==> src/rtl/tamper_watch.sv <==
`timescale 1ns/1ps
module tamper_watch #(
  parameter int BASE_SHIFT = 8
) (
  input  logic       clk,
  input  logic       rst_n,
  input  logic       pin_raw,
  input  logic       enable,
  input  logic       polarity,
  input  logic [1:0] filt_sel,
  input  logic [2:0] rate_sel,
  input  logic [1:0] prech_sel,
  input  logic       pullup_off,
  input  logic       irq_en,
  input  logic       flag_clr,
  output logic       pullup_en,
  output logic       sample_stb,
  output logic       tamper_flag,
  output logic       irq
);
  localparam int CW = BASE_SHIFT + 7;

  logic          s1, s2;
  logic          act, act_prev, armed;
  logic [CW-1:0] cnt;
  logic [CW:0]   per_m1, pre_n, cnt_x;
  logic [3:0]    hits, need;
  logic          edge_mode, lvl_on, lvl_hit, edge_hit, evt;

  always_ff @(posedge clk or negedge rst_n)
    if (!rst_n) begin
      s1 <= 1'b0;
      s2 <= 1'b0;
    end else begin
      s1 <= pin_raw;
      s2 <= s1;
    end

  assign act       = s2 ^ polarity;
  assign edge_mode = (filt_sel == 2'd0);
  assign lvl_on    = enable & ~edge_mode;

  assign per_m1 = ((CW+1)'(1) << (BASE_SHIFT + int'(rate_sel))) - (CW+1)'(1);
  assign pre_n  = (CW+1)'(1) << prech_sel;
  assign cnt_x  = {1'b0, cnt};
  assign need   = 4'd1 << filt_sel;

  always_ff @(posedge clk or negedge rst_n)
    if (!rst_n)
      cnt <= '0;
    else if (!lvl_on)
      cnt <= '0;
    else if (cnt_x >= per_m1)
      cnt <= '0;
    else
      cnt <= cnt + 1'b1;

  assign sample_stb = lvl_on & (cnt_x == per_m1);
  assign pullup_en  = lvl_on & ~pullup_off & ((cnt_x + pre_n) > per_m1);

  always_ff @(posedge clk or negedge rst_n)
    if (!rst_n)
      hits <= '0;
    else if (!enable)
      hits <= '0;
    else if (sample_stb)
      hits <= act ? ((hits == 4'hF) ? hits : hits + 4'd1) : 4'd0;

  always_ff @(posedge clk or negedge rst_n)
    if (!rst_n)
      act_prev <= 1'b0;
    else
      act_prev <= enable & act;

  assign lvl_hit  = sample_stb & act & ((hits + 4'd1) == need);
  assign edge_hit = edge_mode & act & ~act_prev;
  assign evt      = enable & armed & (edge_mode ? edge_hit : lvl_hit);

  always_ff @(posedge clk or negedge rst_n)
    if (!rst_n)
      armed <= 1'b1;
    else if (!enable)
      armed <= 1'b1;
    else if (evt)
      armed <= 1'b0;

  always_ff @(posedge clk or negedge rst_n)
    if (!rst_n)
      tamper_flag <= 1'b0;
    else if (evt)
      tamper_flag <= 1'b1;
    else if (flag_clr)
      tamper_flag <= 1'b0;

  assign irq = tamper_flag & irq_en;
endmodule


==> config.mk <==
export PLATFORM = sky130hd
export DESIGN_NAME = tamper_watch
export DESIGN_NICKNAME = d
export VERILOG_FILES = /design/src/rtl/tamper_watch.sv
export SDC_FILE = /design/constraint.sdc
export NUM_CORES = 1
export LEC_CHECK = 0
export CORE_MARGIN = 2
export CORE_UTILIZATION = 55
export CTS_CLUSTER_SIZE = 12
export DETAILED_ROUTE_END_ITERATION = 8
export GPL_TIMING_DRIVEN = 0
export PLACE_DENSITY_LB_ADDON = 0.12
export SLEW_MARGIN = 20
export SYNTH_ARGS = -nofsm -noshare
export SYNTH_HDL_FRONTEND = slang
export SYNTH_SLANG_ARGS = --single-unit
==> constraint.sdc <==
create_clock -name clk -period 12.45 [get_ports clk]
set_input_delay 2.49 -clock clk [delete_from_list [all_inputs] [get_ports clk]]
set_output_delay 2.49 -clock clk [all_outputs]
set_load 0.01 [all_outputs]
==> results_dict.tcl <==
set metrics [dict create \
    row_count 21 \
    grt.total_usage_pct 20.6 \
    worst_pin_slew_ns 0.827 \
    clk_path_buf_depth 2 \
    path_class "primary input to primary output" \
    layout-drive-gt1-share_pct 7.41 \
    grt_pass1_wl_um 6800 \
    die_x_um 64.1 \
    via_per_inst 5.57 \
    routed_wl_um 3810 \
    ys_types 46 \
    setup_slack_ns 3.80 \
    final_util_pct 67.0 \
    clock-sinks 24 \
    post-route-drc-count 0 \
    holdCritPathClass "flip-flop to flip-flop" \
    final_area_um2 2270 \
    synth_area_leaders "dfrtp_1 29%, ha_1 14%, xor2_1 6.6%, xnor2_1 5.3%, nor2_1 4.5%" \
    dr_wl_met2_um 1780 \
    synth_fp_nets 259 \
    period_share_pct 69.5 \
    tritoncts "yes" \
    yosysTopAreaCell "dfrtp_1" \
    synthArstFlopShare_pct 100 \
    final_hold_viol_count 0 \
    fin_crit_ns 8.65 \
    cts_root_buf "clkbuf_4" \
    ios 19 \
    top_layer "met4" \
    grt_pass1_vias 1576 \
    place_inst 285 \
    worst_ep_arrival_time_ns 6.16 \
    ctsHoldBuffers 0 \
    yosysTopAreaCellShare_pct 29.0 \
    irDropWorstVdd_v 0.0000709 \
    cp_slowest_cell "clkdlybuf4s50_1" \
    syn_to_final_growth_pct 14.4 \
    cap_violations 0 \
    htreeDepth 1 \
    worstPathMaxFanout 4 \
    postCtsSetupBuffers 0 \
    crit_required_ns 9.96 \
    grt_max_degree 25 \
    drv_slew 0 \
    crit_path_end_kind "primary output" \
    yosysWarnings 0 \
    drt_iter0_drc 105 \
    final_cell_mix "24 x nor2_1, 23 x dfrtp_1, 22 x ha_1" \
    critical-path-max-stage-delay_ns 0.51 \
    crit_path_cell_trace "clkdlybuf4s50_1 -> nor2_1 -> ha_1 -> inv_1 -> fa_1 -> nor2b_1 -> o21ai_0 -> a2111o_1 -> xnor2_1 -> ha_1 -> nand4_1 -> nor4_1 -> nand4b_1 -> nor4_1 -> nor4b_1 -> clkdlybuf4s50_1" \
    cts_resized 0 \
    post_synth_instance_area_um2 1980 \
    drt-met1-wl_um 1910 \
    placed_cell_area_um2 2220 \
    setup_viol 0 \
    wl_met3_um 119 \
    core_area_um2 3390 \
    ys.flop_type "dfrtp_1" \
    final_common_cell "nor2_1" \
    worst_setup_path_start_kind "primary input" \
    powerDensity_nw_per_um2 71.6 \
    syn_area_per_cell_um2 8.98 \
    diodes 0 \
    syn-instance-count 221 \
    initial_core_util_pct 58.5 \
    gp_congestion 0.896 \
    relSlewSlack_pct 44.3 \
    synth-edff-count 0 \
    tns_ns 0 \
    outcome "finished clean" \
    die_area_um2 4100 \
    fmax_mhz 116 \
    rsz0062_at_grt "false" \
    p_leak_nw 1.08 \
    gr-total-overflow 0 \
    fin_skew_ns 0.00188 \
    drtPass1Iterations 4 \
    die_h_um 64.1 \
    dp_slack_ns 3.73 \
    grt_antenna_before_repair 0 \
    yosysSeqAreaShare_pct 30.3 \
    nNetsFinal 282 \
    portBuffers 18 \
    numCtsBuffers 3 \
    wire_per_inst_um 13.2 \
    path_clk_slew_ns 0.13 \
    clk_latency_ns 0.31 \
    synth_seq_cells 24 \
    vias 1610 \
    hpwl_um 3080 \
    postRouteAntennaNets 0 \
    stdcell_count 289 \
]
==> report_power, final <==
part | switching, mW | internal [mW]
clock | 0.0229 | 0.0326
combinational | 0.0144 | 0.0118
sequential | 0.00125 | 0.0796
total | 0.0385 | 0.124
==> path summary, 6_finish.rpt <==
path | to | slack (ns) | cells after the start | start
worst min-delay path | s2$_DFF_PN0_ | 0.36 | 0 | s1$_DFF_PN0_
worst max-delay path | pullup_en | 3.80 | 16 | prech_sel[0]
worst max register to register | hits[3]$_DFFE_PN0P_ | 10.43 | 6 | cnt[13]$_DFF_PN0_
min in group asynchronous | cnt[11]$_DFF_PN0_ | 2.13 | 1 | rst_n
worst min register to register | s2$_DFF_PN0_ | 0.36 | 0 | s1$_DFF_PN0_
max in group asynchronous | armed$_DFFE_PN1P_ | 9.96 | 1 | rst_n
==> worst max-delay path: cells and delay by family <==
kind,cells,cell delay [ns]
adder cells (fa/ha/maj),3,0.83
XOR/XNOR,1,0.14
AND/OR/NAND/NOR,7,1.07
buffers and inverters,3,1.02
AO/OA/AOI/OAI,2,0.63
==> cells in the mapped netlist (2+ instances only) <==
| library cell | count |
|---|---|
| buf_4 | 2 |
| a21oi_1 | 10 |
| nand2_1 | 12 |
| nor4_1 | 2 |
| and2_1 | 5 |
| o21ai_0 | 9 |
| xnor2_1 | 12 |
| o31ai_1 | 3 |
| nor3b_1 | 2 |
| o21a_1 | 2 |
| nor2b_1 | 3 |
| clkbuf_1 | 2 |
| inv_1 | 13 |
| ha_1 | 22 |
| and3_1 | 2 |
| dfrtp_1 | 23 |
| nor4b_1 | 2 |
| nor3_1 | 5 |
| or3_1 | 2 |
| nor2_1 | 24 |
| nand4_1 | 8 |
| nand4b_1 | 3 |
| a21o_1 | 8 |
| nand3_1 | 9 |
| xor2_1 | 15 |
==> per-layer routing <==
metal / vias to the layer above / GRT usage (%)
li1: 827 / -
met1: 752 / 28.5
met2: 27 / 34.9
met3: 4 / 3.70
met4: 0 / 1.63
met5: - / 0
==> metrics by stage <==
stage	power [mW]	hold slack [ns]
after CTS	0.164	0.365
after global routing	0.171	0.387
final	0.162	0.361
after global placement	0.108	0.333
after floorplan	0.0970	0.331
after detailed placement	0.109	0.336
==> final cells by class <==
| class | count | area [um^2] |
|---|---|---|
| clock buffer | 3 | 22.5 |
| timing repair buffer | 18 | 175 |
| clock inverter | 1 | 30.0 |
| sequential | 24 | 602 |
| buffer | 6 | 38.8 |
| fill | 304 | 1120 |
| tap | 46 | 57.6 |
| multi-input combinational | 178 | 1290 |
| inverter | 13 | 48.8 |
==> cell families after synthesis <==
kind of cell / count (synthesis) / synth area share [%]
compound gates: 41 / 14.3
xor+xnor: 27 / 11.9
fa+ha+maj: 23 / 14.9
buf+inv: 19 / 4.41
flops: 24 / 30.3
mux: 1 / 0.504
other cells: 1 / 0.189
simple gates: 85 / 23.5
==> sequential cells by signal, indices dropped and copies added, names as in the netlist <==
| register | count |
|---|---|
| cnt | 15 |
| hits | 4 |
| act_prev | 1 |
| armed | 1 |
| s1 | 1 |
| s2 | 1 |
| tamper_flag | 1 |
No activity file was read; power rests on OpenSTA's default activity.
